`src/rtl/uart_lsr_pkg.sv`:
```
`timescale 1ns/1ps
package uart_lsr_pkg;
  localparam int unsigned STAT_W    = 32;
  localparam int unsigned BIT_FIFOE = 7;
  localparam int unsigned BIT_TEMT  = 6;
  localparam int unsigned BIT_TDRQ  = 5;

  typedef struct packed {
    logic fifo_err;
    logic tx_empty;
    logic tx_req;
  } lsr_flags_t;

  function automatic logic [STAT_W-1:0] pack_status(input lsr_flags_t f);
    logic [STAT_W-1:0] s;
    s            = '0;
    s[BIT_FIFOE] = f.fifo_err;
    s[BIT_TEMT]  = f.tx_empty;
    s[BIT_TDRQ]  = f.tx_req;
    return s;
  endfunction
endpackage

```
`src/rtl/lsr_tx_fifo.sv`:
```
`timescale 1ns/1ps
module lsr_tx_fifo #(
  parameter int unsigned DW    = 8,
  parameter int unsigned DEPTH = 64
) (
  input  logic                       clk_i,
  input  logic                       rst_ni,
  input  logic                       clr_i,
  input  logic                       push_i,
  input  logic [DW-1:0]              data_i,
  input  logic                       pop_i,
  output logic [DW-1:0]              data_o,
  output logic [$clog2(DEPTH):0]     count_o,
  output logic                       empty_o
);
  localparam int unsigned AW = $clog2(DEPTH);
  localparam int unsigned CW = AW + 1;
  localparam logic [CW-1:0] FULL_CNT = CW'(DEPTH);

  logic [DW-1:0] mem_q [DEPTH];
  logic [AW-1:0] wptr_q, rptr_q;
  logic [CW-1:0] cnt_q;
  logic          full, push_ok, pop_ok;

  assign full    = (cnt_q == FULL_CNT);
  assign empty_o = (cnt_q == '0);
  assign push_ok = push_i & ~full & ~clr_i;  // writes while full are dropped
  assign pop_ok  = pop_i & ~empty_o & ~clr_i;
  assign data_o  = mem_q[rptr_q];
  assign count_o = cnt_q;

  always_ff @(posedge clk_i) begin
    if (push_ok) mem_q[wptr_q] <= data_i;
  end

  always_ff @(posedge clk_i or negedge rst_ni) begin
    if (!rst_ni) begin
      wptr_q <= '0;
      rptr_q <= '0;
      cnt_q  <= '0;
    end else if (clr_i) begin
      wptr_q <= '0;
      rptr_q <= '0;
      cnt_q  <= '0;
    end else begin
      if (push_ok) wptr_q <= wptr_q + AW'(1);
      if (pop_ok)  rptr_q <= rptr_q + AW'(1);
      cnt_q <= cnt_q + CW'(push_ok) - CW'(pop_ok);
    end
  end

  assert_no_overflow_R7: assert property (@(posedge clk_i) disable iff (!rst_ni)
    count_o <= FULL_CNT);
  assert_full_drop_R7: assert property (@(posedge clk_i) disable iff (!rst_ni)
    (count_o == FULL_CNT) && push_i && !pop_i && !clr_i |=> count_o == $past(count_o));
  assert_clr_empty_R8: assert property (@(posedge clk_i) disable iff (!rst_ni)
    clr_i |=> empty_o);
endmodule

```
`src/rtl/lsr_tx_ctrl.sv`:
```
`timescale 1ns/1ps
module lsr_tx_ctrl #(
  parameter int unsigned DW = 8
) (
  input  logic          clk_i,
  input  logic          rst_ni,
  input  logic          fifo_mode_i,
  input  logic          flush_i,
  input  logic          wr_i,
  input  logic [DW-1:0] wr_data_i,
  input  logic [DW-1:0] fifo_data_i,
  input  logic          fifo_empty_i,
  output logic          fifo_pop_o,
  input  logic          sh_done_i,
  output logic          sh_load_o,
  output logic [DW-1:0] sh_data_o,
  output logic          hold_full_o,
  output logic          sh_busy_o,
  output logic          nf_req_o
);
  logic [DW-1:0] hold_q;
  logic          hold_full_q, busy_q, req_q;
  logic          src_avail, nf_wr, nf_load;

  assign src_avail  = fifo_mode_i ? ~fifo_empty_i : hold_full_q;
  // back-to-back: a done pulse frees the shift register for the same edge
  assign sh_load_o  = src_avail & (~busy_q | sh_done_i) & ~flush_i;
  assign sh_data_o  = fifo_mode_i ? fifo_data_i : hold_q;
  assign fifo_pop_o = sh_load_o & fifo_mode_i;
  assign nf_wr      = wr_i & ~fifo_mode_i & ~flush_i;
  assign nf_load    = sh_load_o & ~fifo_mode_i;

  always_ff @(posedge clk_i or negedge rst_ni) begin
    if (!rst_ni) begin
      hold_q      <= '0;
      hold_full_q <= 1'b0;
      req_q       <= 1'b1;
    end else if (flush_i) begin
      hold_full_q <= 1'b0;
      req_q       <= 1'b1;
    end else if (nf_wr) begin
      hold_q      <= wr_data_i;
      hold_full_q <= 1'b1;
      req_q       <= 1'b0;   // write wins over a concurrent handoff
    end else if (nf_load) begin
      hold_full_q <= 1'b0;
      req_q       <= 1'b1;
    end
  end

  always_ff @(posedge clk_i or negedge rst_ni) begin
    if (!rst_ni)        busy_q <= 1'b0;
    else if (sh_load_o) busy_q <= 1'b1;
    else if (sh_done_i) busy_q <= 1'b0;
  end

  assign hold_full_o = hold_full_q;
  assign sh_busy_o   = busy_q;
  assign nf_req_o    = req_q;

  assert_load_busy_R4: assert property (@(posedge clk_i) disable iff (!rst_ni)
    sh_load_o |=> sh_busy_o);
  assert_wr_clears_req_R3: assert property (@(posedge clk_i) disable iff (!rst_ni)
    wr_i && !fifo_mode_i && !flush_i |=> !nf_req_o && hold_full_o);
  assert_load_sets_req_R3: assert property (@(posedge clk_i) disable iff (!rst_ni)
    sh_load_o && !fifo_mode_i && !wr_i |=> nf_req_o);
  assert_flush_R12: assert property (@(posedge clk_i) disable iff (!rst_ni)
    flush_i |=> !hold_full_o && nf_req_o);
endmodule

```
`src/rtl/lsr_rx_err_cnt.sv`:
```
`timescale 1ns/1ps
module lsr_rx_err_cnt #(
  parameter int unsigned DEPTH = 64
) (
  input  logic                     clk_i,
  input  logic                     rst_ni,
  input  logic                     clr_i,
  input  logic                     push_tag_i,
  input  logic                     pop_tag_i,
  output logic [$clog2(DEPTH+1)-1:0] count_o,
  output logic                     any_o
);
  localparam int unsigned CW = $clog2(DEPTH + 1);
  localparam logic [CW-1:0] MAX_CNT = CW'(DEPTH);

  logic [CW-1:0] cnt_q;
  logic          inc, dec;

  assign inc = push_tag_i & ~pop_tag_i & (cnt_q != MAX_CNT);
  assign dec = pop_tag_i & ~push_tag_i & (cnt_q != '0);

  always_ff @(posedge clk_i or negedge rst_ni) begin
    if (!rst_ni)     cnt_q <= '0;
    else if (clr_i)  cnt_q <= '0;
    else if (inc)    cnt_q <= cnt_q + CW'(1);
    else if (dec)    cnt_q <= cnt_q - CW'(1);
  end

  assign count_o = cnt_q;
  assign any_o   = (cnt_q != '0);

  assert_inc_R11: assert property (@(posedge clk_i) disable iff (!rst_ni)
    push_tag_i && !pop_tag_i && !clr_i && (count_o < MAX_CNT)
    |=> count_o == $past(count_o) + CW'(1));
  assert_both_hold_R11: assert property (@(posedge clk_i) disable iff (!rst_ni)
    push_tag_i && pop_tag_i && !clr_i |=> $stable(count_o));
  assert_clr_R11: assert property (@(posedge clk_i) disable iff (!rst_ni)
    clr_i |=> count_o == '0);
endmodule

```
`src/rtl/uart_line_status.sv`:
```
`timescale 1ns/1ps
module uart_line_status
  import uart_lsr_pkg::*;
#(
  parameter int unsigned DATA_W   = 8,
  parameter int unsigned TX_DEPTH = 64,
  parameter int unsigned RX_DEPTH = 64
) (
  input  logic              clk_i,
  input  logic              rst_ni,
  input  logic              fifo_en_i,
  input  logic              tx_fifo_clr_i,
  input  logic              rx_fifo_clr_i,
  input  logic              tx_wr_i,
  input  logic [DATA_W-1:0] tx_data_i,
  output logic              sh_load_o,
  output logic [DATA_W-1:0] sh_data_o,
  input  logic              sh_done_i,
  input  logic              rx_push_i,
  input  logic              rx_perr_i,
  input  logic              rx_ferr_i,
  input  logic              rx_brk_i,
  input  logic              rx_pop_i,
  input  logic              rx_pop_tag_i,
  output logic [STAT_W-1:0] status_o
);
  localparam int unsigned TX_CW = $clog2(TX_DEPTH) + 1;
  localparam int unsigned RX_CW = $clog2(RX_DEPTH + 1);
  localparam logic [TX_CW-1:0] HALF_CNT = TX_CW'(TX_DEPTH / 2);

  logic              fifo_en_q, flush;
  logic              fifo_push, fifo_pop, fifo_empty;
  logic [DATA_W-1:0] fifo_data;
  logic [TX_CW-1:0]  fifo_cnt;
  logic              hold_full, sh_busy, nf_req;
  logic [RX_CW-1:0]  err_cnt;
  logic              err_any, push_tag, pop_tag;
  lsr_flags_t        flags;

  always_ff @(posedge clk_i or negedge rst_ni) begin
    if (!rst_ni) fifo_en_q <= 1'b0;
    else         fifo_en_q <= fifo_en_i;
  end

  assign flush     = fifo_en_i ^ fifo_en_q;
  assign fifo_push = tx_wr_i & fifo_en_i & ~flush;

  lsr_tx_fifo #(.DW(DATA_W), .DEPTH(TX_DEPTH)) i_tx_fifo (
    .clk_i   (clk_i),
    .rst_ni  (rst_ni),
    .clr_i   (tx_fifo_clr_i | flush),
    .push_i  (fifo_push),
    .data_i  (tx_data_i),
    .pop_i   (fifo_pop),
    .data_o  (fifo_data),
    .count_o (fifo_cnt),
    .empty_o (fifo_empty)
  );

  lsr_tx_ctrl #(.DW(DATA_W)) i_tx_ctrl (
    .clk_i        (clk_i),
    .rst_ni       (rst_ni),
    .fifo_mode_i  (fifo_en_i),
    .flush_i      (flush | (tx_fifo_clr_i & fifo_en_i)),
    .wr_i         (tx_wr_i),
    .wr_data_i    (tx_data_i),
    .fifo_data_i  (fifo_data),
    .fifo_empty_i (fifo_empty),
    .fifo_pop_o   (fifo_pop),
    .sh_done_i    (sh_done_i),
    .sh_load_o    (sh_load_o),
    .sh_data_o    (sh_data_o),
    .hold_full_o  (hold_full),
    .sh_busy_o    (sh_busy),
    .nf_req_o     (nf_req)
  );

  assign push_tag = rx_push_i & (rx_perr_i | rx_ferr_i | rx_brk_i);
  assign pop_tag  = rx_pop_i & rx_pop_tag_i;

  lsr_rx_err_cnt #(.DEPTH(RX_DEPTH)) i_rx_err (
    .clk_i      (clk_i),
    .rst_ni     (rst_ni),
    .clr_i      (rx_fifo_clr_i),
    .push_tag_i (push_tag),
    .pop_tag_i  (pop_tag),
    .count_o    (err_cnt),
    .any_o      (err_any)
  );

  always_comb begin
    flags.fifo_err = fifo_en_i & err_any;
    if (fifo_en_i) begin
      flags.tx_empty = ~sh_busy & fifo_empty;
      flags.tx_req   = (fifo_cnt <= HALF_CNT);
    end else begin
      flags.tx_empty = ~sh_busy & ~hold_full;
      flags.tx_req   = nf_req;
    end
  end

  assign status_o = pack_status(flags);

  assert_fifoe_off_R9: assert property (@(posedge clk_i) disable iff (!rst_ni)
    !fifo_en_i |-> !status_o[BIT_FIFOE]);
  assert_fifoe_on_R10: assert property (@(posedge clk_i) disable iff (!rst_ni)
    fifo_en_i && (err_cnt != '0) |-> status_o[BIT_FIFOE]);
  assert_temt_after_load_R2: assert property (@(posedge clk_i) disable iff (!rst_ni)
    sh_load_o |=> !status_o[BIT_TEMT]);
  assert_req_above_half_R6: assert property (@(posedge clk_i) disable iff (!rst_ni)
    fifo_en_i && (fifo_cnt > HALF_CNT) |-> !status_o[BIT_TDRQ]);
endmodule

```
`config.mk`:
```
export PLATFORM = sky130hd
export DESIGN_NAME = uart_line_status
export DESIGN_NICKNAME = d
export VERILOG_FILES = /design/src/rtl/uart_lsr_pkg.sv /design/src/rtl/lsr_tx_fifo.sv /design/src/rtl/lsr_tx_ctrl.sv /design/src/rtl/lsr_rx_err_cnt.sv /design/src/rtl/uart_line_status.sv
export SDC_FILE = /design/constraint.sdc
export NUM_CORES = 1
export LEC_CHECK = 0
export BUFFER_PORTS_ARGS = -buffer_cell sky130_fd_sc_hd__buf_2
export CAP_MARGIN = 10
export CORE_MARGIN = 2
export CORE_UTILIZATION = 55
export DETAILED_ROUTE_END_ITERATION = 12
export HOLD_SLACK_MARGIN = 0.03
export PLACE_DENSITY_LB_ADDON = 0.15
export SETUP_SLACK_MARGIN = 0.2
export SYNTH_ARGS = -nofsm -noshare
export SYNTH_HDL_FRONTEND = slang
export SYNTH_SLANG_ARGS = --single-unit
```
`constraint.sdc`:
```
create_clock -name clk_i -period 7.7 [get_ports clk_i]
set_input_delay 1.155 -clock clk_i [delete_from_list [all_inputs] [get_ports clk_i]]
set_output_delay 1.155 -clock clk_i [all_outputs]
set_load 0.01 [all_outputs]
```
Word level (Yosys, flattened, before mapping). Memories as Yosys holds them, arrays and structs flattened. Cells that the tools add are included. Widths: inputs -> output; s select.

Memories: 1. Output and inout bits: 41. Flip-flop bits (word level): 38. RAM bits: 512. Bits in read-only memories: 0. Latch bits: 0.

$add $sub $neg: 6. Reduce and logical (&&, ||, !) cells: 8. Bitwise gates (word level): 38. Equal/unequal tests: 2. Divide/modulo/power cells: 0. Muxes and demuxes: 21. Shift-type cells: 0. Multipliers: 0. Magnitude comparators: 1.

Memory list: i_tx_fifo.mem_q (words 64, width 8, rd ports 1, clocked after Yosys merged registers in 0, wr ports 1, line lsr_tx_fifo.sv:20) `logic [DW-1:0] mem_q [DEPTH];`.

Operator list (count): $mux 7 (4); $mux 6 (4); $and 1x1->1 (22); $add 6x1->6 const B (2); $mux 1 (11); $not 1->1 (10); $mux 8 (1); $add 7x1->7 (1); $add 7x1->7 const B (1); $eq 7x7->1 const B (1); $le 7x6->1 const B (1); $logic_not 7->1 (1); $ne 7x7->1 const B (1); $reduce_bool 7->1 (1); $sub 7x1->7 (1); $sub 7x1->7 const B (1); $reduce_bool 2->1 (3); $reduce_bool 3->1 (2); $or 1x1->1 (5); $mux 2 (1); $reduce_and 2->1 (1); $xor 1x1->1 (1).

Logic depth before layout (Yosys ltp). Gate-level depths: netlist of the first run.

Depth after elaboration: 10. Gate-level depth with buffers: 17. Mapped depth without buffers: 16.

Cells and area by module. From an unflattened synthesis of the first run, not the netlist that was laid out.

Cell total of the unflattened synthesis: 1183. Area total of the unflattened synthesis: 22581.7 um^2.

Modules (own cells, without submodules): lsr_tx_fifo (instances 1, cells each 1025, area an instance 20998.9 um^2); lsr_rx_err_cnt (instances 1, cells each 70, area an instance 651.9 um^2); lsr_tx_ctrl (instances 1, cells each 41, area an instance 588.1 um^2); uart_line_status (instances 1, cells each 47, area an instance 342.8 um^2).

Worst setup path before layout of the first run. OpenSTA, ideal clock, no wires.

Path type: input to register. From: in fifo_en_i. To: reg i_tx_fifo.cnt_q[6], in the netlist i_tx_fifo.count_o[6]. Setup slack: 4283 ps. Arrival: 3291 ps. Cell stages on the path: 13. Buffers on the path: 1. Cell sequence: buf_2 -> or2_2 -> a21oi_1 -> and2_1 -> ha_1 -> inv_1 -> fa_1 -> nand2b_1 -> a21oi_1 -> o21ai_0 -> a21oi_1 -> or3_1 -> a21oi_1.

Cells in the longest elaborated chain, start to end: 9. Elaborated cells between the ends (all ways): 20.

Ends and longest elaborated chain: start, declared (line uart_line_status.sv:11) `input logic fifo_en_i,`; parallel branches: the longest is 8 deep, another holds $add 7x1->7; $mux 7 (*) (line lsr_tx_fifo.sv:41) `end else if (clr_i) begin`; end signal, assigned (line lsr_tx_fifo.sv:48) `cnt_q <= cnt_q + CW'(push_ok) - CW'(pop_ok);`; end, declared (line lsr_tx_fifo.sv:22) `logic [CW-1:0] cnt_q;`.

Mark *: on every way between the ends. A chain may end at the register's enable or synchronous reset.

Final worst setup path of the first run.
From: reg i_tx_fifo.rptr_q[1]. To: out sh_data_o[3].

Cells in the longest elaborated chain, start to end: 2.

Ends and longest elaborated chain: start, declared (line lsr_tx_fifo.sv:21) `logic [AW-1:0] wptr_q, rptr_q;`; start signal, assigned (line lsr_tx_fifo.sv:47) `if (pop_ok) rptr_q <= rptr_q + AW'(1);`; $mem_v2 64x8; $mux 8 (line lsr_tx_ctrl.sv:28) `assign sh_data_o = fifo_mode_i ? fifo_data_i : hold_q;`; end, declared (line uart_line_status.sv:17) `output logic [DATA_W-1:0] sh_data_o,`.

No other way between the ends.

==> results.py, run 1 <==
metrics = {
    "clocking": {
        "clkSinkCount": 550,
        "cts_post_setup_buffers_inserted": 0,
        "cts_buffer_depth": 3,
        "cts_inserted_buffers": 54,
        "clock_insertion_delay_worst_skew_ns": 0.60,
        "cts.root.buffer_cell": "sky130_fd_sc_hd__clkbuf_16",
        "cts.repair.resized": 0,
        "htreeDepth": 2,
        "post_cts_hold_buffer_count": 0,
        "tritoncts": "built",
        "clock_pin_slew_on_the_worst_setup_and_hold_paths_ns": 0.06,
    },
    "timing": {
        "slew_violations": 0,
        "tightest_slew_ns": 1.01,
        "maxSlewHeadroom_pct": 32.4,
        "grt_setup_unrepaired": "false",
        "max_clock_freq_mhz": 195,
        "fin_hold_ws_ns": 0.511,
        "worst_clock_skew_ns": 0.0259,
        "setup_viol": 0,
        "fin_ws_ns": 2.57,
        "timing.final.hold_violations": 0,
        "period_needed_ns": 5.13,
        "layout_worst_path_cycle_share_pct": 66.6,
        "setup-tns-final_ns": 0,
    },
    "worst_setup_path": {
        "cpMaxStageDelayCell": "sky130_fd_sc_hd__dfrtp_4",
        "crit_path_start_kind": "flop",
        "rrSetupSlack_ns": 4.39,
        "worst-path-max-fanout": 78,
        "worst_ep_required_time_ns": 6.55,
        "timing_worst_setup_path_type": "reg2out",
        "end_kind": "output port",
        "worst_ep_arrival_time_ns": 3.97,
        "slowest_delay_ns": 1.06,
        "worstPathCellList": "buf_12 -> mux4_2 -> nand2_1 -> o21ai_1 -> o311ai_1 -> o2111ai_1 -> o21a_1 -> buf_2",
    },
    "placement": {
        "io_buffer_count": 32,
        "gpl_congestion": 0.891,
        "detailed_place.area_mm2": 0.0230,
        "dp.final_hpwl_um": 28200,
        "pre_cts_ws_ns": 3.12,
    },
    "cells_and_area": {
        "share_of_post_route_cells_with_drive_strength_above_1_pct": 17.7,
        "final.fill_count": 2928,
        "multi_input_area_mm2": 0.00563,
        "finalInstanceArea_mm2": 0.0246,
        "nNetsFinal": 1332,
        "final_common_cell": "sky130_fd_sc_hd__edfxtp_1",
        "antenna_cells": 0,
        "final-seq-area_mm2": 0.0163,
        "area.growth.synth_to_final_pct": 9.49,
        "layout.cells.most_common_list": "sky130_fd_sc_hd__edfxtp_1 (512), sky130_fd_sc_hd__nor2_1 (111), sky130_fd_sc_hd__mux4_2 (95)",
    },
    "drt": {
        "detailedRoute.firstPassIterationCount": 5,
        "vias_per_cell": 6.03,
        "drt-wirelength-per-cell_um": 25.2,
        "route.antenna.remaining_nets": 0,
        "vias": 11200,
        "initialDrtViolationCount": 1132,
        "finalWirelength_um": 46900,
        "drc": 0,
    },
    "global_route": {
        "grt_start_max_net_pins": 79,
        "grt_most_used_layer": "met2",
        "first_global_vias": 11100,
        "use_met3_pct": 3.36,
        "globalRoute.totalOverflow": 0,
        "grt_pass1_wl_um": 70200,
        "grt_antenna_before_repair": 0,
        "track_usage_pct": 22.7,
        "groute.layer.met2.usage_pct": 35.3,
        "groute.layer.met1.usage_pct": 33.7,
    },
    "pwr": {
        "power.leakage_uw": 0.00764,
        "peakVddDrop_mv": 0.181,
        "design_power_total_uw": 6140,
        "power_density_mw_per_mm2": 249,
    },
    "status": {
        "outcome": "finished, final reports clean",
    },
    "synth": {
        "yosys.area.top_type_share_pct": 68.3,
        "postSynthCellCount": 1249,
        "synth-edff-count": 512,
        "post_synth_instance_area_mm2": 0.0225,
        "ys_warn_count": 0,
        "synthDominantAreaCellType": "sky130_fd_sc_hd__edfxtp_1",
        "synth_top_cells_by_area": "sky130_fd_sc_hd__edfxtp_1 (68%), sky130_fd_sc_hd__mux4_2 (9.5%), sky130_fd_sc_hd__dfrtp_1 (4.1%)",
        "post_synth.cell_area_avg_um2": 18.0,
        "ys_dominant_reg_cell": "sky130_fd_sc_hd__edfxtp_1",
        "synth.lib_cells_used.distinct": 57,
        "number_of_synthesized_register_bits": 550,
        "async_reset_ff_share_pct": 6.91,
        "seq_area_frac_synth_pct": 72.6,
    },
    "die": {
        "die_x_um": 206,
        "floorplan.initialDensity_pct": 55.3,
        "io_pins": 62,
        "die_height_um": 206,
        "cell_row_count": 74,
        "fp.dieArea_mm2": 0.0425,
        "core_mm2": 0.0406,
    },
    "flow_run": {
        "cap_viol_max_count": 0,
    },
    "min_path": {
        "min_path_type": "reg2reg",
    },
}
-- per-layer routing --
layer / wire (um) / up-vias / part of all wire [%]
li1: - / 4993 / -
met1: 20800 / 5810 / 44
met2: 22200 / 356 / 47
met3: 2740 / 77 / 5.8
met4: 1120 / 0 / 2.4
met5: 0 / - / 0
-- path summary, 6_finish.rpt --
path | startpoint | endpoint | depth (start not counted)
setup reg to reg | i_tx_fifo.count_o[3]$_DFF_PN0_ | i_tx_fifo.count_o[6]$_DFF_PN0_ | 16
hold reg to reg | i_tx_ctrl.hold_q[6]$_DFFE_PN0P_ | i_tx_ctrl.hold_q[6]$_DFFE_PN0P_ | 1
min in group asynchronous | rst_ni | i_rx_err.count_o[0]$_DFFE_PN0P_ | 1
max in group asynchronous | rst_ni | i_tx_fifo.rptr_q[0]$_DFFE_PN0P_ | 1
hold / removal | i_tx_ctrl.hold_q[6]$_DFFE_PN0P_ | i_tx_ctrl.hold_q[6]$_DFFE_PN0P_ | 1
setup / recovery | i_tx_fifo.rptr_q[1]$_DFFE_PN0P_ | sh_data_o[3] | 8
-- flip-flops by register name, indices dropped and copies added, names as in the netlist --
name	flops
i_tx_fifo.count_o	7
i_tx_ctrl.nf_req_o	1
i_tx_ctrl.hold_q	8
i_rx_err.count_o	7
i_tx_ctrl.hold_full_o	1
i_tx_fifo.wptr_q	6
i_tx_fifo.mem_q	512
i_tx_fifo.rptr_q	6
i_tx_ctrl.sh_busy_o	1
fifo_en_q	1
-- synth_stat cells, drive strengths merged (2+ instances only) --
master   number
o311ai        8
xor2          5
o21ai        29
and2          6
a21o          3
fa            2
nand3        24
o2111ai       8
or3b          3
a211oi       12
mux2          9
dfrtp        37
nand2        38
nand2b       12
inv          18
nor2b        10
nand4         3
nor3          4
edfxtp      512
o22ai         8
xnor2         6
o21bai        3
a22oi        25
mux4         96
nor2        111
clkbuf       14
nor3b         2
o21a          8
and3          3
mux2i        91
a221oi        8
or3           4
buf          74
ha           18
or2           3
nand3b        3
a21oi        21
-- through the flow --
| stage | instances | util, % |
|---|---|---|
| after CTS | 1864 | 60.6 |
| after global routing | 1864 | 60.6 |
| after floorplan | 1277 | - |
| after global placement | 1767 | 56.5 |
| final | 1864 | 60.6 |
| after detailed placement | 1767 | 56.5 |
-- critical path, delay by kind of cell, from the launching register on --
family | cells | cell delay, ns
muxes | 1 | 0.40
buffers and inverters | 2 | 0.67
AOI/OAI and AO/OA | 4 | 1.08
and+or+nand+nor | 1 | 0.08
DFF | 1 | 1.06
-- final cells by class --
| type | instances | share of cell area [%] |
|---|---|---|
| multi-input cells | 621 | 22.8 |
| well taps | 532 | 2.70 |
| flip-flops and latches | 550 | 66.3 |
| clock inverters | 25 | 0.813 |
| clock buffers | 72 | 5.92 |
| repair buffers | 46 | 1.13 |
| inverters | 18 | 0.274 |
-- report_power, final --
part | leakage, uW | internal, uW | switching, uW
clock | 0.000813 | 1420 | 1060
combinational | 0.00173 | 140 | 205
sequential | 0.00510 | 3290 | 25.6
total | 0.00764 | 4850 | 1290
-- cell families (layout without fill, tap and decap cells) --
kind of cell    count (synthesis)  after routing  share of synthesized area (%)
mux                           196            196                           14.1
xor+xnor                       11             11                          0.428
simple gates                  228            228                           4.64
buf+inv                       106            161                           2.89
compound gates                137            137                           4.15
flops                         550            550                           72.6
fa+ha+maj                      20             20                           1.18
other cells                     1             29                         0.0167
Note: power is estimated with default switching activity, not from simulation.
==> inputs of run 2 (changes only) <==
clock period = 4.5 ns   (was 7.7 ns; I/O delays follow)
==> run 2 against run 1 <==
Sequential power rose by 71%. Sequential cell count did not move. Sequential share of layout area fell by 0.98 points. Register-to-register slack got worse by 3.2 ns. Worst setup slack got worse by 2.2 ns. Critical path type unchanged. Highest routed layer unchanged.
==> results.py, run 2 (synthesis results as in run 1) <==
metrics = {
    "worst_setup_path": {
        "crit_path_start_kind": "flop",
        "timing_worst_setup_path_type": "reg2out",
        "end_kind": "output port",
        "crit_top_cell": "sky130_fd_sc_hd__buf_4",
        "cpMaxStageDelayCell": "sky130_fd_sc_hd__dfrtp_4",
        "worst_ep_required_time_ns": 3.83,
        "worstPathCellList": "buf_4 -> buf_4 -> mux2i_1 -> a221oi_1 -> o21ai_0 -> o2111ai_1 -> o21a_1 -> buf_2",
        "slowest_delay_ns": 0.92,
        "rrSetupSlack_ns": 1.18,
        "worst_ep_arrival_time_ns": 3.42,
        "worst-path-max-fanout": 46,
    },
    "flow_run": {
        "cap_viol_max_count": 0,
    },
    "cells_and_area": {
        "antenna_cells": 0,
        "biggestRegsByFlops": "i_tx_fifo.mem_q: 512 flops, i_tx_ctrl.hold_q: 8 flops",
        "final.fill_count": 2937,
        "fin_util_pct": 61.5,
        "area.growth.synth_to_final_pct": 11.1,
        "layout.cells.most_common_list": "sky130_fd_sc_hd__edfxtp_1 (512), sky130_fd_sc_hd__nor2_1 (111), sky130_fd_sc_hd__mux4_2 (95)",
        "final-seq-area_mm2": 0.0163,
        "share_of_post_route_cells_with_drive_strength_above_1_pct": 20.1,
        "largest_register_ffs": 512,
        "finalInstanceArea_mm2": 0.0250,
        "multi_input_area_mm2": 0.00563,
        "regMostFlops": "i_tx_fifo.mem_q",
        "nNetsFinal": 1373,
        "final-instance-count-excl-fill": 1908,
        "final_common_cell": "sky130_fd_sc_hd__edfxtp_1",
    },
    "drt": {
        "route.antenna.remaining_nets": 0,
        "detailedRoute.firstPassIterationCount": 5,
        "initialDrtViolationCount": 1223,
        "drc": 0,
        "vias_per_cell": 6.04,
        "drt-wirelength-per-cell_um": 26.0,
        "finalWirelength_um": 49600,
        "vias": 11500,
    },
    "global_route": {
        "grt_antenna_before_repair": 1,
        "grt_pass1_wl_um": 72900,
        "track_usage_pct": 23.8,
        "grt_start_max_net_pins": 66,
        "globalRoute.totalOverflow": 0,
        "first_global_vias": 11400,
    },
    "clocking": {
        "tritoncts": "built",
        "htreeDepth": 2,
        "cts.repair.resized": 0,
        "cts.root.buffer_cell": "sky130_fd_sc_hd__clkbuf_16",
        "post_cts_hold_buffer_count": 0,
        "cts_post_setup_buffers_inserted": 0,
        "clkSinkCount": 550,
        "cts_buffer_depth": 3,
        "clock_pin_slew_on_the_worst_setup_and_hold_paths_ns": 0.06,
        "clock_insertion_delay_worst_skew_ns": 0.60,
        "cts_inserted_buffers": 54,
    },
    "die": {
        "die_x_um": 206,
        "fp.dieArea_mm2": 0.0425,
        "floorplan.initialDensity_pct": 55.3,
        "core_mm2": 0.0406,
        "cell_row_count": 74,
        "die_height_um": 206,
        "io_pins": 62,
    },
    "min_path": {
        "min_path_type": "in2async",
    },
    "timing": {
        "layout_worst_path_cycle_share_pct": 91.0,
        "maxSlewHeadroom_pct": 30.7,
        "tightest_slew_ns": 1.03,
        "setup_viol": 0,
        "period_needed_ns": 4.10,
        "grt_setup_unrepaired": "false",
        "worst_clock_skew_ns": 0.0169,
        "setup-tns-final_ns": 0,
        "slew_violations": 0,
        "max_clock_freq_mhz": 244,
        "timing.final.hold_violations": 0,
    },
    "placement": {
        "detailed_place.area_mm2": 0.0233,
        "gpl_congestion": 0.827,
        "placedCellCount": 1806,
        "dp.final_hpwl_um": 29800,
        "io_buffer_count": 32,
    },
    "status": {
        "outcome": "finished, final reports clean",
    },
    "pwr": {
        "design_power_total_uw": 10600,
        "power.leakage_uw": 0.00786,
        "peakVddDrop_mv": 0.274,
        "power_density_mw_per_mm2": 423,
    },
}
run 2: changes by cell type in the layout (fill, tap and decap cells not counted):
cell                         before  now
sky130_fd_sc_hd__clkbuf_8         4    1
sky130_fd_sc_hd__clkbuf_1        14   16
sky130_fd_sc_hd__clkinv_1        11   13
sky130_fd_sc_hd__inv_6            0    2
sky130_fd_sc_hd__clkinvlp_4       1    4
sky130_fd_sc_hd__clkinv_2         9    6
sky130_fd_sc_hd__buf_12           1    6
sky130_fd_sc_hd__buf_4           13   49
run 2: per-stage QoR:
| step | hold WS (ns) | setup slack [ns] |
|---|---|---|
| 2_1_floorplan | 0.379 | 1.56 |
| 4_1_cts | 0.227 | 0.263 |
| 5_1_grt | 0.254 | 0.277 |
| 6_report | 0.211 | 0.403 |
| 3_5_place_dp | 0.497 | 0.826 |
| 3_3_place_gp | 0.492 | 0.928 |
run 2: layer usage:
| metal | part of all wire [%] | GRT usage [%] | vias to the layer above |
|---|---|---|---|
| met1 | 42 | 33.8 | 5913 |
| met2 | 47 | 36.4 | 438 |
| met3 | 7.1 | 4.42 | 110 |
| met4 | 3.9 | 10.4 | 0 |
| li1 | - | - | 5072 |
| met5 | 0 | 0 | - |
run 2: critical path, delay by kind of cell (launching register included):
family	cells	cell delay, ns
flip-flops	1	0.92
multiplexers	1	0.08
buffers and inverters	3	0.73
AO/OA/AOI/OAI	4	1.05
run 2: worst paths after layout:
kind	from	end	depth (start not counted)
max	i_tx_fifo.rptr_q[1]$_DFFE_PN0P_	sh_data_o[4]	8
min	rst_ni	i_rx_err.count_o[3]$_DFFE_PN0P_	1
max reg2reg	i_tx_fifo.count_o[2]$_DFF_PN0_	i_tx_fifo.count_o[6]$_DFF_PN0_	16
min reg2reg	i_tx_ctrl.hold_q[3]$_DFFE_PN0P_	i_tx_ctrl.hold_q[3]$_DFFE_PN0P_	1
max in group asynchronous	rst_ni	i_tx_fifo.rptr_q[1]$_DFFE_PN0P_	1
min in group clk_i	tx_data_i[0]	i_tx_fifo.mem_q[55][0]$_DFFE_PP_	1
run 2: report_power, final:
| part | switching [uW] | internal, uW | total, uW |
|---|---|---|---|
| combinational | 374 | 246 | 620 |
| clock | 1870 | 2400 | 4270 |
| sequential | 41.0 | 5630 | 5670 |
run 2: layout make-up:
cell class	count	area share, %
timing repair buffer	87	2.59
multi-input combinational	621	22.5
clock inverter	29	0.931
sequential	550	65.3
tap	532	2.66
clock buffer	71	5.70
inverter	18	0.270
==> inputs of run 3 (changes only) <==
PLACE_DENSITY = 0.79   (was default)
PLACE_DENSITY_LB_ADDON = default   (was 0.15)
==> run 3 against run 2 <==
Cell count shrank 1.7%. Core utilization shrank 0.42 points. Maximum frequency is 1.1% lower. Highest routed layer unchanged. Combinational power about the same. Sequential share of layout area increased by 0.45 points. Register-to-register slack better by 0.06 ns. Largest cell class unchanged. Clock power up 2%. Largest power group unchanged. Sequential cell count unchanged. Non-clock buffer count decreased by 32.
==> results.py, run 3 (synthesis results as in run 1) <==
metrics = {
    "timing": {
        "period_needed_ns": 4.14,
        "max_clock_freq_mhz": 242,
        "slew_violations": 0,
        "setup_viol": 0,
        "grt_setup_unrepaired": "false",
        "timing.final.hold_violations": 0,
        "worst_clock_skew_ns": 0.0131,
        "maxSlewHeadroom_pct": 33.1,
        "layout_worst_path_cycle_share_pct": 92.0,
        "tightest_slew_ns": 1.00,
        "setup-tns-final_ns": 0,
    },
    "flow_run": {
        "cap_viol_max_count": 0,
    },
    "worst_setup_path": {
        "rr_startpoint": "i_tx_fifo.count_o[2]$_DFF_PN0_",
        "cpMaxStageDelayCell": "sky130_fd_sc_hd__dfrtp_4",
        "critical_path.n_buffers_inverters": 2,
        "timing_worst_setup_path_type": "reg2out",
        "worstRegToRegCells": 7,
        "r2r_endpoint": "i_tx_fifo.mem_q[55][3]$_DFFE_PP_",
        "slowest_delay_ns": 0.77,
        "crit_path_start_kind": "flop",
        "worst_ep_arrival_time_ns": 3.47,
        "worst_ep_required_time_ns": 3.83,
        "worstPathCellList": "buf_4 -> mux2i_1 -> nor2_1 -> o311ai_0 -> o2111ai_1 -> o21a_1 -> buf_2",
        "worst-path-max-fanout": 25,
        "rrSetupSlack_ns": 1.24,
        "end_kind": "output port",
        "critical-path-top-delay-family": "compound AO/OA/AOI/OAI gates",
    },
    "drt": {
        "vias": 11700,
        "detailedRoute.firstPassIterationCount": 5,
        "route.antenna.remaining_nets": 0,
        "drc": 0,
        "initialDrtViolationCount": 1374,
        "vias_per_cell": 6.21,
        "finalWirelength_um": 48000,
        "drt-wirelength-per-cell_um": 25.6,
    },
    "pwr": {
        "intPower_uw": 8350,
        "comb_power_share_pct": 5.8,
        "power_density_mw_per_mm2": 429,
        "power.clock.fraction_pct": 40.9,
        "peakVddDrop_mv": 0.370,
        "netSwitchingFraction_pct": 21.5,
        "power.leakage_uw": 0.00773,
        "design_power_total_uw": 10600,
        "seq_power_share_pct": 53.3,
        "switching_power_uw": 2290,
    },
    "cells_and_area": {
        "layout.cells.most_common_list": "sky130_fd_sc_hd__edfxtp_1 (512), sky130_fd_sc_hd__nor2_1 (111), sky130_fd_sc_hd__mux4_2 (95)",
        "antenna_cells": 0,
        "final_common_cell": "sky130_fd_sc_hd__edfxtp_1",
        "largest_register_ffs": 512,
        "nNetsFinal": 1341,
        "biggestRegsByFlops": "i_tx_fifo.mem_q: 512 flops, i_tx_ctrl.hold_q: 8 flops",
        "regMostFlops": "i_tx_fifo.mem_q",
        "share_of_post_route_cells_with_drive_strength_above_1_pct": 18.8,
        "area.growth.synth_to_final_pct": 10.4,
        "final.fill_count": 2762,
    },
    "die": {
        "die_height_um": 206,
        "io_pins": 62,
        "die_x_um": 206,
        "cell_row_count": 74,
        "fp.dieArea_mm2": 0.0425,
        "floorplan.initialDensity_pct": 55.3,
        "core_mm2": 0.0406,
    },
    "clocking": {
        "cts_buffer_depth": 3,
        "clock_insertion_delay_worst_skew_ns": 0.59,
        "cts.repair.resized": 0,
        "clkSinkCount": 550,
        "cts.root.buffer_cell": "sky130_fd_sc_hd__clkbuf_16",
        "cts_inserted_buffers": 54,
        "tritoncts": "built",
        "post_cts_hold_buffer_count": 0,
        "htreeDepth": 2,
        "clock_pin_slew_on_the_worst_setup_and_hold_paths_ns": 0.06,
    },
    "global_route": {
        "globalRoute.totalOverflow": 0,
        "track_usage_pct": 23.0,
        "groute.layer.met2.usage_pct": 38.0,
        "first_global_vias": 11600,
        "grt_most_used_layer": "met2",
        "grt_antenna_before_repair": 1,
        "groute.layer.met1.usage_pct": 31.5,
        "grt_pass1_wl_um": 71600,
        "use_met3_pct": 4.27,
        "grt_start_max_net_pins": 66,
    },
    "placement": {
        "io_buffer_count": 32,
        "dp.final_hpwl_um": 28800,
        "gpl_congestion": 0.860,
    },
    "min_path": {
        "min_path_type": "in2async",
    },
    "status": {
        "outcome": "finished, final reports clean",
    },
}
[run 3: final cells by class]
| type | instances | area (um2) | share of cell area, % |
|---|---|---|---|
| clock buffers | 65 | 1460 | 5.87 |
| clock inverters | 35 | 259 | 1.04 |
| inverters | 18 | 67.6 | 0.272 |
| multi-input cells | 621 | 5630 | 22.7 |
| flip-flops and latches | 550 | 16300 | 65.8 |
| well taps | 532 | 666 | 2.68 |
| repair buffers | 55 | 420 | 1.69 |
[run 3: repair_timing]
item,in CTS,in global routing
buffers inserted,1,1
gates cloned,0,0
pin swaps,0,0
endpoints found under the setup margin,2,3
[run 3: per-stage QoR]
| stage | area [um2] | utilization, % | hold slack (ns) | cells | setup WS [ns] |
|---|---|---|---|---|---|
| finish | 24800 | 61.1 | 0.211 | 1876 | 0.360 |
| global route | 24800 | 61.1 | 0.282 | 1876 | 0.215 |
| CTS | 24800 | 60.9 | 0.217 | 1873 | 0.252 |
| detailed placement | 23000 | 56.7 | 0.498 | 1772 | 0.695 |
| global placement | 23000 | 56.7 | 0.491 | 1772 | 0.828 |
| floorplan | 22600 | - | 0.379 | 1277 | 1.56 |
[run 3: layer usage]
layer  part of all wire, %  routed length (um)  vias to the layer above
met3                   8.9                4260                       99
met4                   2.8                1330                        0
met1                    39               18800                     5954
met5                     0                   0                        -
met2                    49               23600                      594
li1                      -                   -                     5004
[run 3: how the worst max path moves through the flow]
stage               slack [ns]                              to                            start  depth (start not counted)
detailed placement        0.69                    sh_data_o[7]  i_tx_fifo.rptr_q[0]$_DFFE_PN0P_                          7
finish                    0.36                    sh_data_o[7]  i_tx_fifo.rptr_q[0]$_DFFE_PN0P_                          7
CTS                       0.25                    sh_data_o[7]  i_tx_fifo.rptr_q[1]$_DFFE_PN0P_                          7
global placement          0.83                    sh_data_o[4]  i_tx_fifo.rptr_q[0]$_DFFE_PN0P_                          7
global route              0.22                    sh_data_o[7]  i_tx_fifo.rptr_q[0]$_DFFE_PN0P_                          7
floorplan                 1.56  i_tx_fifo.count_o[6]$_DFF_PN0_   i_tx_fifo.count_o[2]$_DFF_PN0_                         17
[run 3: power by group through the flow]
stage,Combinational [uW],Sequential [uW],Clock [uW]
floorplan,435,5760,0
detailed placement,606,5780,0
global route,681,5670,4600
CTS,618,5670,4390
finish,621,5670,4350
global placement,584,5780,0
